==> config.mk <==
export PLATFORM = sky130hd
export DESIGN_NAME = core_doze_ctrl
export DESIGN_NICKNAME = d
export VERILOG_FILES = /design/src/rtl/doze_pkg.sv /design/src/rtl/doze_hint_check.sv /design/src/rtl/doze_unblock_latch.sv /design/src/rtl/doze_fsm.sv /design/src/rtl/core_doze_ctrl.sv
export SDC_FILE = /design/constraint.sdc
export NUM_CORES = 1
export LEC_CHECK = 0
export ABC_CLOCK_PERIOD_IN_PS = 1900
export CAP_MARGIN = 25
export CORE_AREA = 2 2 39 41
export CTS_CLUSTER_DIAMETER = 150
export DETAILED_ROUTE_END_ITERATION = 7
export DIE_AREA = 0 0 41 43
export SETUP_SLACK_MARGIN = 0.2
export SLEW_MARGIN = 20
export SYNTH_ARGS = -nofsm -noshare
export SYNTH_HDL_FRONTEND = slang
export SYNTH_SLANG_ARGS = --single-unit
==> constraint.sdc <==
create_clock -name clk -period 1.9 [get_ports clk]
set_input_delay 0.38 -clock clk [delete_from_list [all_inputs] [get_ports clk]]
set_output_delay 0.38 -clock clk [all_outputs]
set_load 0.05 [all_outputs]
==> src/rtl/doze_pkg.sv <==
package doze_pkg;
    typedef enum logic [1:0] {
        DEPTH_STALL = 2'b00,
        DEPTH_GATE  = 2'b01,
        DEPTH_PWR   = 2'b10,
        DEPTH_PWR2  = 2'b11
    } depth_e;

    typedef enum logic [2:0] {
        S_RUN = 3'd0,
        S_NAP = 3'd1,
        S_REQ = 3'd2,
        S_OFF = 3'd3,
        S_REL = 3'd4
    } doze_state_e;
endpackage

==> src/rtl/doze_hint_check.sv <==
module doze_hint_check (
    input  logic clk,
    input  logic rst_n,
    input  logic block_i,
    input  logic unblock_i,
    input  logic priv_m_i,
    input  logic tw_i,
    output logic blk_ok_o,
    output logic ublk_ok_o,
    output logic illegal_o,
    output logic post_o
);
    logic allowed;
    logic post_q;

    // Hints are trapped only below machine mode with timeout-wait set.
    always_comb begin
        allowed   = priv_m_i | ~tw_i;
        blk_ok_o  = block_i & allowed;
        ublk_ok_o = unblock_i & allowed;
        illegal_o = (block_i | unblock_i) & ~allowed;
    end

    always_ff @(posedge clk or negedge rst_n) begin
        if (!rst_n) post_q <= 1'b0;
        else        post_q <= ublk_ok_o;
    end

    assign post_o = post_q;

    // a legal unblock hint is followed by one posted pulse
    a_r9_post_follows: assert property (@(posedge clk) disable iff (!rst_n)
        (unblock_i && (priv_m_i || !tw_i)) |=> post_o);
endmodule

==> src/rtl/doze_unblock_latch.sv <==
module doze_unblock_latch #(
    parameter int N_SRC = 2
) (
    input  logic             clk,
    input  logic             rst_n,
    input  logic [N_SRC-1:0] src_i,
    input  logic             clear_i,
    output logic             arrive_o,
    output logic             pend_o
);
    logic pend_q;

    assign arrive_o = |src_i;

    // Clearing wins: an arrival in the same cycle is consumed by the clearer.
    always_ff @(posedge clk or negedge rst_n) begin
        if (!rst_n)       pend_q <= 1'b0;
        else if (clear_i) pend_q <= 1'b0;
        else if (arrive_o) pend_q <= 1'b1;
    end

    assign pend_o = pend_q;

    // an arrival that nobody consumes is remembered
    a_r10_latched: assert property (@(posedge clk) disable iff (!rst_n)
        (arrive_o && !clear_i) |=> pend_o);
endmodule

==> src/rtl/doze_fsm.sv <==
module doze_fsm
    import doze_pkg::*;
(
    input  logic       clk,
    input  logic       rst_n,
    input  logic       enter_i,
    input  logic       enter_blk_i,
    input  logic [1:0] depth_i,
    input  logic       irq_i,
    input  logic       dbg_i,
    input  logic       blk_wake_i,
    input  logic       ack_i,
    output logic       stall_o,
    output logic       clk_en_o,
    output logic       req_o,
    output logic       consume_o
);
    doze_state_e state_q, state_d;
    logic [1:0]  depth_q;
    logic        mode_blk_q;
    logic        wake;
    logic        deep;

    assign deep = depth_i[1];
    assign wake = irq_i | dbg_i | (mode_blk_q & blk_wake_i);

    // State register and entry-time captures.
    always_ff @(posedge clk or negedge rst_n) begin
        if (!rst_n) begin
            state_q    <= S_RUN;
            depth_q    <= DEPTH_STALL;
            mode_blk_q <= 1'b0;
        end else begin
            state_q <= state_d;
            if (state_q == S_RUN && enter_i) begin
                depth_q    <= depth_i;
                mode_blk_q <= enter_blk_i;
            end
        end
    end

    always_comb begin
        state_d = state_q;
        unique case (state_q)
            S_RUN: if (enter_i) state_d = deep ? S_REQ : S_NAP;
            S_NAP: if (wake)    state_d = S_RUN;
            S_REQ: if (ack_i)   state_d = S_OFF;
            S_OFF: if (wake)    state_d = S_REL;
            S_REL: if (!ack_i)  state_d = S_RUN;
            default:            state_d = S_RUN;
        endcase
    end

    // Outputs.
    always_comb begin
        stall_o   = 1'b1;
        clk_en_o  = 1'b1;
        req_o     = 1'b0;
        consume_o = 1'b0;
        unique case (state_q)
            S_RUN: stall_o = 1'b0;
            S_NAP: begin
                clk_en_o  = (depth_q != DEPTH_GATE);
                consume_o = mode_blk_q & wake;
            end
            S_REQ: req_o = 1'b1;
            S_OFF: begin
                req_o     = 1'b1;
                clk_en_o  = 1'b0;
                consume_o = mode_blk_q & wake;
            end
            S_REL: ;
            default: stall_o = 1'b0;
        endcase
    end

    // request held until acknowledged
    a_r4_req_hold: assert property (@(posedge clk) disable iff (!rst_n)
        (req_o && !ack_i) |=> req_o);
    // no new request until acknowledge falls
    a_r4_no_rereq: assert property (@(posedge clk) disable iff (!rst_n)
        (!req_o && ack_i) |=> !req_o);
    // power-level gating only with acknowledge held
    a_r4_gate_acked: assert property (@(posedge clk) disable iff (!rst_n)
        (!clk_en_o && req_o) |-> ack_i);
    // clock is gated only while stalled
    a_r3_gate_stalled: assert property (@(posedge clk) disable iff (!rst_n)
        !clk_en_o |-> stall_o);
endmodule

==> src/rtl/core_doze_ctrl.sv <==
module core_doze_ctrl #(
    parameter int N_SRC = 2
) (
    input  logic             clk,
    input  logic             rst_n,
    input  logic             wfi_i,
    input  logic             block_i,
    input  logic             unblock_i,
    input  logic             priv_m_i,
    input  logic             tw_i,
    input  logic [1:0]       depth_i,
    input  logic             irq_i,
    input  logic             dbg_halt_i,
    input  logic [N_SRC-1:0] unblock_in_i,
    input  logic             pwr_ack_i,
    output logic             stall_o,
    output logic             clk_en_o,
    output logic             pwr_req_o,
    output logic             illegal_o,
    output logic             unblock_out_o
);
    logic blk_ok, ublk_ok;
    logic arrive, pend, consume;
    logic have_unblock, blk_sleep, enter;

    doze_hint_check u_hint (
        .clk       (clk),
        .rst_n     (rst_n),
        .block_i   (block_i),
        .unblock_i (unblock_i),
        .priv_m_i  (priv_m_i),
        .tw_i      (tw_i),
        .blk_ok_o  (blk_ok),
        .ublk_ok_o (ublk_ok),
        .illegal_o (illegal_o),
        .post_o    (unblock_out_o)
    );

    doze_unblock_latch #(.N_SRC(N_SRC)) u_latch (
        .clk      (clk),
        .rst_n    (rst_n),
        .src_i    (unblock_in_i),
        .clear_i  (blk_ok | consume),
        .arrive_o (arrive),
        .pend_o   (pend)
    );

    // A block hint falls through when an unblock is pending or arriving now.
    assign have_unblock = pend | arrive;
    assign blk_sleep    = blk_ok & ~have_unblock;
    assign enter        = (wfi_i | blk_sleep) & ~(irq_i | dbg_halt_i);

    doze_fsm u_fsm (
        .clk         (clk),
        .rst_n       (rst_n),
        .enter_i     (enter),
        .enter_blk_i (blk_sleep),
        .depth_i     (depth_i),
        .irq_i       (irq_i),
        .dbg_i       (dbg_halt_i),
        .blk_wake_i  (have_unblock),
        .ack_i       (pwr_ack_i),
        .stall_o     (stall_o),
        .clk_en_o    (clk_en_o),
        .req_o       (pwr_req_o),
        .consume_o   (consume)
    );

    // block hint with an unblock in hand never sleeps
    a_r6_fallthrough: assert property (@(posedge clk) disable iff (!rst_n)
        (!stall_o && block_i && (priv_m_i || !tw_i) && (pend || (|unblock_in_i)))
        |=> !stall_o);
    // a trapped hint posts nothing
    a_r8_no_post: assert property (@(posedge clk) disable iff (!rst_n)
        illegal_o |=> !unblock_out_o);
    // no entry with a wake source already asserted
    a_r12_no_entry: assert property (@(posedge clk) disable iff (!rst_n)
        (!stall_o && (irq_i || dbg_halt_i)) |=> !stall_o);
endmodule

Word level (Yosys, flattened, before mapping)
Cells that the tools add are included.
{"block": "word_totals", "ramBits": 0, "latch_bits": 0, "n_memories": 0, "romBits": 0, "regBits": 8, "in_bits": 14}
{"block": "op_classes", "bitwise": 18, "n_lt_le_gt_ge": 0, "n_shift": 0, "eq_ne": 10, "n_reduce_logical": 8, "muxes": 13, "add_sub_neg": 0, "mul": 0, "div": 0}
{"operator": "3-bit two-way mux", "n": 5}
{"operator": "3-bit one-hot mux with 5 select lines", "n": 1}
{"operator": "2-bit by 1-bit inequality test with 1-bit output, second input constant", "n": 4}
{"operator": "1-bit AND", "n": 7}
{"operator": "1-bit bitwise OR", "n": 7}
{"operator": "3-bit by 2-bit == test with 1-bit output, second input constant", "n": 2}
{"operator": "2-bit OR reduction", "n": 3}
{"operator": "1-bit two-way mux", "n": 5}
{"operator": "5-bit AND reduction", "n": 1}
{"operator": "2-bit inequality test, second input constant", "n": 2}
{"operator": "1-bit inverter", "n": 4}
{"operator": "4-bit OR reduction", "n": 1}
{"operator": "3-bit by 1-bit == test with 1-bit output, second input constant", "n": 1}
{"operator": "3-bit == test, second input constant", "n": 1}
{"operator": "3-bit logical NOT", "n": 1}
{"operator": "2-bit two-way mux", "n": 1}
{"operator": "1-bit one-hot mux with 2 select lines", "n": 1}
{"operator": "2-bit nonzero test", "n": 1}
{"operator": "1-bit logical AND", "n": 1}

Logic depth before layout (Yosys ltp)
{"block": "depth", "word_depth": 8, "mapped_depth": 4, "ltp_nobuf": 4}

By module
From an unflattened synthesis, not the netlist that was laid out.
{"block": "unflattened", "cells_unflattened": 44, "area_unflattened_um2": 457.9}
{"module": "doze_fsm", "cells_per_inst": 29, "instances": 1, "seq_area_each_um2": 150.1, "area_per_inst_um2": 320.3}
{"module": "doze_hint_check", "cells_per_inst": 6, "instances": 1, "seq_area_each_um2": 25.0, "area_per_inst_um2": 61.3}
{"module": "doze_unblock_latch", "cells_per_inst": 4, "instances": 1, "seq_area_each_um2": 25.0, "area_per_inst_um2": 40.0}
{"module": "core_doze_ctrl", "cells_per_inst": 5, "instances": 1, "seq_area_each_um2": 0.0, "area_per_inst_um2": 36.3}

Worst setup path after synthesis
Ideal clock, no wire load.
{"block": "synth_path", "path_type": "register to output", "from": "reg u_fsm.depth_q[0]", "to": "out clk_en_o", "path_stages_with_launch": 3, "path_buffers": 0, "required_time_ps": 1520, "slack_ps": -29, "t_arrival_ps": 1549, "cell_sequence": "dfrtp_1 nor2b_1 o21ai_0"}
{"block": "synth_between", "elab_chain_len": 2}
{"element": "from (decl)", "line": "doze_fsm.sv:19", "rtl": "logic [1:0] depth_q;"}
{"element": "from (signal assigned)", "line": "doze_fsm.sv:36", "rtl": "depth_q <= depth_i;"}
{"element": "2-bit by 1-bit inequality test with 1-bit output", "line": "doze_fsm.sv:63", "rtl": "clk_en_o = (depth_q != DEPTH_GATE);"}
{"element": "1-bit one-hot mux with 2 select lines", "line": "doze_fsm.sv:60", "rtl": "unique case (state_q)"}
{"element": "to (decl)", "line": "core_doze_ctrl.sv:17", "rtl": "output logic clk_en_o,"}
Every way passes these cells.

Final worst setup path
{"block": "layout_path", "from": "in irq_i", "to": "reg u_fsm.depth_q[1]"}
{"block": "layout_between", "elab_chain_len": 4}
{"element": "from (decl)", "line": "core_doze_ctrl.sv:12", "rtl": "input logic irq_i,"}
{"element": "1-bit bitwise OR", "line": "core_doze_ctrl.sv:51", "rtl": "assign enter = (wfi_i | blk_sleep) & ~(irq_i | dbg_halt_i);"}
{"element": "1-bit inverter", "line": "core_doze_ctrl.sv:51"}
{"element": "1-bit AND", "line": "core_doze_ctrl.sv:51"}
{"element": "1-bit logical AND", "line": "doze_fsm.sv:35", "rtl": "if (state_q == S_RUN && enter_i) begin"}
Every way passes these cells.
A chain may end at the register's enable or synchronous reset.

==> run_results.csv <==
group,metric,value,unit
final_layout,fin_cells,83,
yosys,ys_warn_count,0,
timing,worstMarginPinSlew,0.4865,ns
critical_path,worstPathArrival,1.80,ns
yosys,synth_cell_types,23,
placement,place_hpwl,771.5,um
yosys,postSynthAreaPerCell,9.806,um^2
critical_path,crit_path_start,"irq_i",
critical_path,worstSetupPathType,"primary input to flip-flop",
yosys,synthMuxAreaShare,5.341,%
clock_tree,cts.sinks,8,
drt,ant_nets,0,
clock_tree,htreeDepth,1,
yosys,netlist_top_cells_area,"dfrtp_1 (47%), nor2b_1 (5.9%), mux2_1 (5.3%)",
global_route,grt.total_usage,15.14,%
timing,finalSetupViolations,0,
critical_path,crit_fanout,2,
yosys,ys_ff_latch,8,
yosys,synth-simple-area-share,30.27,%
final_layout,final_cell_mix,"clkdlybuf4s50_1 (11), dfrtp_1 (7), nor2_1 (5)",
yosys,synth_top_family_by_area,"simple AND/OR/NAND/NOR gates",
critical_path,cp_slowest_cell,"or4_4",
timing,setup_tns,0,ns
global_route,grt_first_pass_wirelength,1690,um
global_route,grt_max_degree,9,
clock_tree,clockRootBuffer,"clkbuf_4",
critical_path,crit_path_end,"u_fsm.depth_q[1]",
drt,avgRoutedWirePerCell,12.33,um
yosys,synth_seq_area_share,47.48,%
yosys,syn_area,421.7,um^2
drt,met2_length,538,um
die,die_w,41,um
power_and_ir_drop,leakagePower,0.0003146,uW
die,core.rowCount,14,
final_layout,area_delta_synth_final,72.70,%
clock_tree,cts_buffer_depth,2,
global_route,grt_pass1_vias,399,
drt,via_per_inst,4.855,
worst_hold_path,hp-class,"primary input to async pin",
final_layout,layout_commonest_cell,"clkdlybuf4s50_1",
power_and_ir_drop,total_power,933.3,uW
die,initial_core_util,30.47,%
drt,routed_wl,1023,um
critical_path,worstReg2RegEnd,"u_fsm.depth_q[1]",
timing,slew_headroom,67.70,%
drt,wl_met3,48,um
die,die_area,1763,um^2
timing,fin_crit_sh,88.13,%
timing,period_needed,1.675,ns
critical_path,reg2reg_slack,0.25,ns
yosys,synth_compound_area_share,13.95,%
final_layout,final_area,728.2,um^2
die,ios,19,
global_route,grt_overflow,0,
critical_path,reg2regPathDepth,3,
die,die_height,43,um
drt,vias,403,
drt,drtIter0Drc,7,
drt,drc_errors,0,
clock_tree,cts_hold_buffers,0,
clock_tree,path_clk_slew,0.06,ns
critical_path,rr_startpoint,"u_fsm.state_q[2]",
placement,placed_cell_area,676.9,um^2
timing,clock.fmax,597.2,MHz
timing,slew_viol_final,0,
timing,finClkSkew,0.01447,ns
run,cap_violations,0,
yosys,synth-adder-area-share,0,%
placement,portBuffers,18,
global_route,antenna_found_initial,0,
critical_path,crit_path_start_kind,"primary input",
clock_tree,cts_tree,"yes",
timing,rsz0062_at_grt,"no",
power_and_ir_drop,powerDensity,1282,nW/um^2
critical_path,worstPathRequired,2.03,ns
final_layout,drive_above_1_share,28.36,%
yosys,synth_xor_area_share,2.077,%
yosys,synth_nets,57,
yosys,yosysTopAreaCellShare,47.48,%
clock_tree,clk_latency,0.26,ns
timing,hold_viol,0,
clock_tree,cts_buffers,3,
outcome,status,"completed",
critical_path,cpPeakStageDelay,0.50,ns
critical_path,crit_chain,"dlygate4sd2_1 > or2_4 > or4_4 > nor2_4 > mux2_4",
die,core_area,1384,um^2
yosys,synth_area_leader_cell,"dfrtp_1",
drt,first_pass_iters,4,
drt,wl_met1,404,um
critical_path,worst_setup_path_end_kind,"flip-flop",
drt,highest_layer,"met4",
final_layout,final_nets,83,
placement,gp_congestion,0.6931,
yosys,syn_inst,43,
final_layout,diodes,0,
placement,dp_cells,79,
power_and_ir_drop,vdd_drop_max,0.0005226,V
flip-flops by register name (all words and copies together), names as in the netlist:
name	flops
u_fsm.mode_blk_q	1
u_latch.pend_o	1
u_fsm.state_q	3
u_hint.post_o	1
u_fsm.depth_q	2
worst max-delay path, delay by kind of cell:
kind | cells | cell delay (ns)
simple gates | 3 | 0.88
mux | 1 | 0.31
buf+inv | 1 | 0.22
routing by layer:
metal	global-route usage, %	vias up
met5	0	-
met4	10.00	0
li1	-	205
met1	16.05	183
met3	6.283	4
met2	23.13	11
cell families after synthesis:
family,count (synthesis)
AND/OR/NAND/NOR,22
buffers and inverters,1
AO/OA/AOI/OAI,9
multiplexers,2
XOR/XNOR,1
flip-flops,8
report_power, final:
part	leakage [uW]	total [uW]	switching, uW	internal, uW
registers	0.0000997	278	52.8	225
clock network	0.0000138	133	60.4	72.5
logic	0.000201	523	254	269
total	0.000315	933	367	566
cell type report:
class                      instances  area (um^2)
multi-input combinational         34        240.2
timing repair buffer              21        240.2
fill                             132        655.6
sequential                         8        201.4
inverter                           1        3.754
clock buffer                       3        22.52
tap                               16        20.02
cells in the mapped netlist:
master	number
dfrtp_1	8
nor2_1	6
nor2b_1	4
o21ai_0	3
mux2_1	2
nand3_1	2
o21ai_1	2
a211o_1	1
a22o_1	1
a31oi_1	1
a32o_1	1
and2_1	1
and3_1	1
inv_1	1
nand2_1	1
nand2b_1	1
nor2_4	1
nor3_1	1
nor3b_1	1
nor4_1	1
or2_1	1
or4_4	1
xnor2_1	1
worst min path at each step:
stage	end	slack (ns)	depth (start not counted)	start
2_1_floorplan	u_fsm.depth_q[0]	0.08	0	rst_n
3_3_place_gp	u_fsm.depth_q[0]	0.46	1	u_fsm.depth_q[0]
3_5_place_dp	u_fsm.depth_q[0]	0.47	1	u_fsm.depth_q[0]
4_1_cts	u_latch.pend_o	0.41	1	rst_n
5_1_grt	u_latch.pend_o	0.42	1	rst_n
6_report	u_latch.pend_o	0.40	1	rst_n
per-stage QoR:
step                setup WS (ns)  util (%)  hold slack (ns)
CTS                        0.2149     51.72           0.4056
floorplan                  0.2233         -          0.08441
finish                     0.2254     52.62           0.3960
detailed placement        -0.1895     48.92           0.4748
global placement          -0.1581     48.92           0.4604
global route               0.2002     52.62           0.4245
repair_timing:
item,in CTS,in global routing
setup endpoints to repair,4,4
pin swaps,4,4
resized for setup,7,5
setup buffers,1,0
Power figures use the tool's default switching activity.
